--- config.mk ---
export PLATFORM = sky130hd
export DESIGN_NAME = tblptr_seq
export DESIGN_NICKNAME = d
export VERILOG_FILES = /design/src/rtl/tblseq_pkg.sv /design/src/rtl/tblseq_decode.sv /design/src/rtl/tblseq_ctrl.sv /design/src/rtl/tblseq_ptr_unit.sv /design/src/rtl/tblptr_seq.sv
export SDC_FILE = /design/constraint.sdc
export NUM_CORES = 1
export LEC_CHECK = 0
export BUFFER_PORTS_ARGS = -buffer_cell sky130_fd_sc_hd__clkbuf_2
export CAP_MARGIN = 20
export CORE_AREA = 4 4 88 90
export CTS_CLUSTER_DIAMETER = 120
export CTS_CLUSTER_SIZE = 24
export DETAILED_ROUTE_END_ITERATION = 6
export DIE_AREA = 0 0 92 94
export PLACE_DENSITY = 0.69
export SLEW_MARGIN = 30
export SYNTH_ARGS = -nofsm -noshare
export SYNTH_HDL_FRONTEND = slang
export SYNTH_SLANG_ARGS = --single-unit
--- constraint.sdc ---
create_clock -name clk_i -period 2.65 [get_ports clk_i]
set_input_delay 0.3975 -clock clk_i [delete_from_list [all_inputs] [get_ports clk_i]]
set_output_delay 0.3975 -clock clk_i [all_outputs]
set_load 0.02 [all_outputs]
--- src/rtl/tblseq_pkg.sv ---
package tblseq_pkg;

  typedef enum logic [1:0] {
    ADJ_NONE     = 2'b00,
    ADJ_POST_INC = 2'b01,
    ADJ_POST_DEC = 2'b10,
    ADJ_PRE_INC  = 2'b11
  } adj_mode_e;

  typedef enum logic [1:0] {
    ST_IDLE   = 2'b00,
    ST_ACCESS = 2'b01,
    ST_FINISH = 2'b10
  } seq_state_e;

  typedef struct packed {
    logic      is_tbl;
    logic      is_write;
    adj_mode_e mode;
  } tbl_op_t;

endpackage

--- src/rtl/tblseq_decode.sv ---
module tblseq_decode
  import tblseq_pkg::*;
#(
  parameter int unsigned IW = 16
) (
  input  logic [IW-1:0] instr_i,
  output tbl_op_t       op_o
);

  localparam int unsigned HI_W = IW - 4;

  always_comb begin
    op_o.is_tbl   = (instr_i[IW-1:4] == {HI_W{1'b0}}) && instr_i[3];
    op_o.is_write = instr_i[2];
    op_o.mode     = adj_mode_e'(instr_i[1:0]);
  end

endmodule

--- src/rtl/tblseq_ctrl.sv ---
module tblseq_ctrl
  import tblseq_pkg::*;
(
  input  logic      clk_i,
  input  logic      rst_ni,
  input  logic      start_i,
  input  tbl_op_t   op_i,
  output adj_mode_e mode_o,
  output logic      busy_o,
  output logic      idle_o,
  output logic      rd_strobe_o,
  output logic      wr_strobe_o,
  output logic      step_o,
  output logic      latch_cap_o
);

  seq_state_e state_q, state_d;
  tbl_op_t    op_q;

  always_comb begin
    state_d = state_q;
    unique case (state_q)
      ST_IDLE:   if (start_i) state_d = ST_ACCESS;
      ST_ACCESS: state_d = ST_FINISH;
      ST_FINISH: state_d = ST_IDLE;
      default:   state_d = ST_IDLE;
    endcase
  end

  always_ff @(posedge clk_i or negedge rst_ni) begin
    if (!rst_ni) begin
      state_q <= ST_IDLE;
      op_q    <= '0;
    end else begin
      state_q <= state_d;
      if (state_q == ST_IDLE && start_i) op_q <= op_i;
    end
  end

  assign mode_o      = op_q.mode;
  assign idle_o      = (state_q == ST_IDLE);
  assign busy_o      = !idle_o;
  assign rd_strobe_o = (state_q == ST_ACCESS) && !op_q.is_write;
  assign wr_strobe_o = (state_q == ST_ACCESS) &&  op_q.is_write;
  assign step_o      = (state_q == ST_ACCESS);
  assign latch_cap_o = (state_q == ST_FINISH) && !op_q.is_write;

endmodule

--- src/rtl/tblseq_ptr_unit.sv ---
module tblseq_ptr_unit
  import tblseq_pkg::*;
#(
  parameter int unsigned PTR_W = 21
) (
  input  logic             clk_i,
  input  logic             rst_ni,
  input  logic             load_i,
  input  logic [PTR_W-1:0] load_val_i,
  input  logic             step_i,
  input  adj_mode_e        mode_i,
  output logic [PTR_W-1:0] ptr_o,
  output logic [PTR_W-1:0] eff_addr_o
);

  localparam logic [PTR_W-1:0] ONE = {{(PTR_W-1){1'b0}}, 1'b1};

  logic [PTR_W-1:0] ptr_q, ptr_inc, ptr_dec, ptr_d;

  // arithmetic wraps at the natural register width
  assign ptr_inc = ptr_q + ONE;
  assign ptr_dec = ptr_q - ONE;

  always_comb begin
    ptr_d = ptr_q;
    if (load_i) begin
      ptr_d = load_val_i;
    end else if (step_i) begin
      unique case (mode_i)
        ADJ_NONE:     ptr_d = ptr_q;
        ADJ_POST_INC: ptr_d = ptr_inc;
        ADJ_POST_DEC: ptr_d = ptr_dec;
        ADJ_PRE_INC:  ptr_d = ptr_inc;
        default:      ptr_d = ptr_q;
      endcase
    end
  end

  always_ff @(posedge clk_i or negedge rst_ni) begin
    if (!rst_ni) ptr_q <= '0;
    else         ptr_q <= ptr_d;
  end

  assign ptr_o      = ptr_q;
  assign eff_addr_o = (mode_i == ADJ_PRE_INC) ? ptr_inc : ptr_q;

endmodule

--- src/rtl/tblptr_seq.sv ---
module tblptr_seq
  import tblseq_pkg::*;
#(
  parameter int unsigned IW     = 16,
  parameter int unsigned PTR_W  = 21,
  parameter int unsigned DATA_W = 8,
  parameter int unsigned BUF_AW = 6
) (
  input  logic              clk_i,
  input  logic              rst_ni,
  input  logic              instr_valid_i,
  input  logic [IW-1:0]     instr_i,
  input  logic              ptr_we_i,
  input  logic [PTR_W-1:0]  ptr_wdata_i,
  input  logic              latch_we_i,
  input  logic [DATA_W-1:0] latch_wdata_i,
  output logic              mem_ren_o,
  output logic [PTR_W-1:0]  mem_raddr_o,
  input  logic [DATA_W-1:0] mem_rdata_i,
  output logic              hold_we_o,
  output logic [BUF_AW-1:0] hold_waddr_o,
  output logic [DATA_W-1:0] hold_wdata_o,
  output logic [DATA_W-1:0] latch_o,
  output logic [PTR_W-1:0]  ptr_o,
  output logic              busy_o
);

  tbl_op_t          dec_op;
  adj_mode_e        act_mode;
  logic             idle, start, step, latch_cap;
  logic             rd_strobe, wr_strobe;
  logic [PTR_W-1:0] eff_addr;
  logic [DATA_W-1:0] latch_q;

  tblseq_decode #(.IW(IW)) u_decode (
    .instr_i (instr_i),
    .op_o    (dec_op)
  );

  assign start = instr_valid_i && dec_op.is_tbl && idle;

  tblseq_ctrl u_ctrl (
    .clk_i       (clk_i),
    .rst_ni      (rst_ni),
    .start_i     (start),
    .op_i        (dec_op),
    .mode_o      (act_mode),
    .busy_o      (busy_o),
    .idle_o      (idle),
    .rd_strobe_o (rd_strobe),
    .wr_strobe_o (wr_strobe),
    .step_o      (step),
    .latch_cap_o (latch_cap)
  );

  tblseq_ptr_unit #(.PTR_W(PTR_W)) u_ptr (
    .clk_i      (clk_i),
    .rst_ni     (rst_ni),
    .load_i     (ptr_we_i && idle),
    .load_val_i (ptr_wdata_i),
    .step_i     (step),
    .mode_i     (act_mode),
    .ptr_o      (ptr_o),
    .eff_addr_o (eff_addr)
  );

  always_ff @(posedge clk_i or negedge rst_ni) begin
    if (!rst_ni)                 latch_q <= '0;
    else if (latch_cap)          latch_q <= mem_rdata_i;
    else if (latch_we_i && idle) latch_q <= latch_wdata_i;
  end

  assign latch_o      = latch_q;
  assign mem_ren_o    = rd_strobe;
  assign mem_raddr_o  = eff_addr;
  assign hold_we_o    = wr_strobe;
  assign hold_waddr_o = eff_addr[BUF_AW-1:0];
  assign hold_wdata_o = latch_q;

endmodule

==> metrics.txt <==
status=finished clean; Clock Sink Count=34; final worst path period need=between 2000 and 3000 ps; Clock transition at path regs=70 ps; Worst Hold Class=in -> async; synthesized instance count=333; wire per inst=15.4 um; layout net count=around 500; Clock Latency Late Sink=~300 ps; Worst EP arrival=2110 ps; critical path startpoint category=flip-flop; Final Hold Fails=0; num rows=31; Initial DRT Pass Iterations=4; Internal=1.11 mW; area of the core=7060 um2; Yosys top cell area share=31.2%; Unique masters post-synth=52; root buf cell=clkbuf_8; antenna violations before repair=0; Syn-to-layout area delta=27.1%; largest area contributor in the netlist=dfrtp_1; Switching Fraction=33.9%; CTS tree=done; final setup fails=0; Post-synth EDFFs=0; Synth area leaders=dfrtp_1 31%, xnor2_1 5.8%, mux2i_1 5.1%; Netlist Area Pre-Place=around 2700 um2; Port-buffer cells=124; placed cells=523; final wirelength=8160 um; DIE WIDTH=92 um; DRC=0; syn avg cell area=8.19 um2; Synth Warn #=0; Max VDD drop=202 uV; Combinational Power Share=26.1%; Synth Flop Type=dfrtp_1; Reg power frac=38.7%; Final Cycle Share=94.7%; RD Place Congestion=0.923; Slew Viols, Final=0; power per cell area=approximately 480 nW/um2; grt total ovfl=0; register area share after synthesis=between 30% and 40%; die height=94 um; fin cells=531; drt initial violations=226; synthesis-stage register bit count=34; Antenna diodes=0; first-pass GRT wire length=13,100 um; Clock Skew=9.32 ps; clock power share=35.2%; starting density of the core=about 39%; vias in the first global route=2,727; leakage power=1.60 nW; die area=8650 um2; CTS Buf Count=5; # IOs=125; Async SR Flop Fraction=100%; data required time of the worst path=2250 ps; syn nets=around 390; layout cells sized above 1=37.3%; crit end category=primary output; max-cap viol count=0; CP max FO=8; total number of H-tree levels=2; via count=2,842; dpl hpwl=just over 6000 um; pin count of the biggest net entering global routing=35; via/cell ratio=5.35; DRT antenna net count=0; clk buf depth=2; hold slack=178 ps; slew margin rel.=47.7%; Crit Path Category=reg -> out; Psw=around 0.57 mW; Tot GR Track Use=18.9%; fmax=around 0.4 GHz; worst slew pin tran=785 ps
[Yosys cell counts (3+ instances only)]
library cell,count
a22oi_1,3
and4_1,5
mux2_2,3
or3_1,10
o21ai_0,18
a21oi_1,9
nand3_1,14
a21o_1,4
buf_4,16
buf_2,6
nor3_1,15
clkbuf_1,19
xor2_1,7
nor3b_1,3
nand4_1,12
and3_1,3
inv_1,8
nor2_1,17
xnor2_1,18
a211o_1,3
nor4_1,5
a31oi_1,3
mux2i_1,14
dfrtp_1,34
nand2_1,37
a221o_1,8
and2_1,6
[area by class of cell]
class                   instances  area [um2]
inverters                       8        30.0
clock buffers                   5        68.8
clock inverters                 3        68.8
flip-flops and latches         34         855
fillers                       711        3590
multi-input cells             246        1610
repair buffers                136         711
well taps                      99         124
[cell families (layout without fill, tap and decap cells)]
| logic type | count (synthesis) | count (layout) | share of synthesized area (%) |
|---|---|---|---|
| fa+ha+maj | 2 | 2 | 0.917 |
| flops | 34 | 34 | 31.2 |
| mux | 17 | 17 | 6.37 |
| xor+xnor | 25 | 25 | 8.02 |
| simple gates | 137 | 137 | 27.1 |
| compound gates | 65 | 65 | 16.4 |
| buf+inv | 53 | 152 | 10.1 |
[metal layers]
layer	share of wire, %	up-vias	track usage, %	wire length [um]
met4	1.9	0	7.55	153
met1	43	1310	23.9	3510
met2	47	131	31.4	3840
met5	0	-	0	0
met3	8.1	14	3.77	660
li1	-	1387	-	-
[power groups by stage]
stage,Sequential [mW],Combinational [mW],Clock (mW)
after global routing,0.664,0.475,0.625
after global placement,0.657,0.437,0
after detailed placement,0.659,0.442,0
final,0.650,0.438,0.593
after floorplan,0.657,0.293,0
after CTS,0.648,0.443,0.612
[state kept, by name, summed over array words and instances, names as in the netlist]
signal	flops
u_ptr.ptr_o	21
hold_wdata_o	8
u_ctrl.mode_o	2
u_ctrl.state_q	2
u_ctrl.op_q	1
[through the flow]
stage               total power [mW]  util (%)  setup slack, ps  area (um2)  TNS (ps)
floorplan                      0.949         -              131        2730         0
global placement                1.09      47.1              394        3320         0
detailed placement              1.10      47.1              292        3320         0
CTS                             1.70      49.0             20.4        3460         0
global route                    1.76      49.1            -7.15        3470     -7.15
finish                          1.68      49.1              140        3470         0
[layout by cell type (no fill, tap or decap), types with 9 or more instances in the layout]
master and n:
dfrtp_1 31, xnor2_1 18, mux2i_1 14, nor3_1 15
nor2_1 17, buf_4 12, o21ai_0 18, nand2_1 37
a21oi_1 9, or3_1 10, nand3_1 14, nand4_1 12
clkbuf_2 123
[timing repair]
item,in CTS,in global routing
hold buffers,0,0
endpoints found under the setup margin,3,6
buffers inserted,0,0
gates resized for setup,1,5
[final timing paths]
check | slack (ps) | cells after the start | end | start
min | 180 | 1 | u_ptr.ptr_o[8]$_DFFE_PN0P_ | rst_ni
max | 140 | 6 | mem_raddr_o[14] | u_ptr.ptr_o[1]$_DFFE_PN0P_
min reg2reg | 510 | 2 | hold_wdata_o[4]$_DFFE_PN0P_ | hold_wdata_o[4]$_DFFE_PN0P_
min in group clk_i | 300 | 3 | u_ptr.ptr_o[15]$_DFFE_PN0P_ | ptr_wdata_i[15]
max reg2reg | 370 | 5 | u_ptr.ptr_o[19]$_DFFE_PN0P_ | u_ptr.ptr_o[5]$_DFFE_PN0P_
max in group asynchronous | 1920 | 1 | u_ptr.ptr_o[10]$_DFFE_PN0P_ | rst_ni
[critical path, stage by stage, from the launching register on]
cell	delay, ps
dfrtp_1	450
ha_2	270
and4_2	330
and3_2	290
nand3_1	110
xnor2_1	170
clkbuf_2	190
No activity file was read; power rests on OpenSTA's default activity.
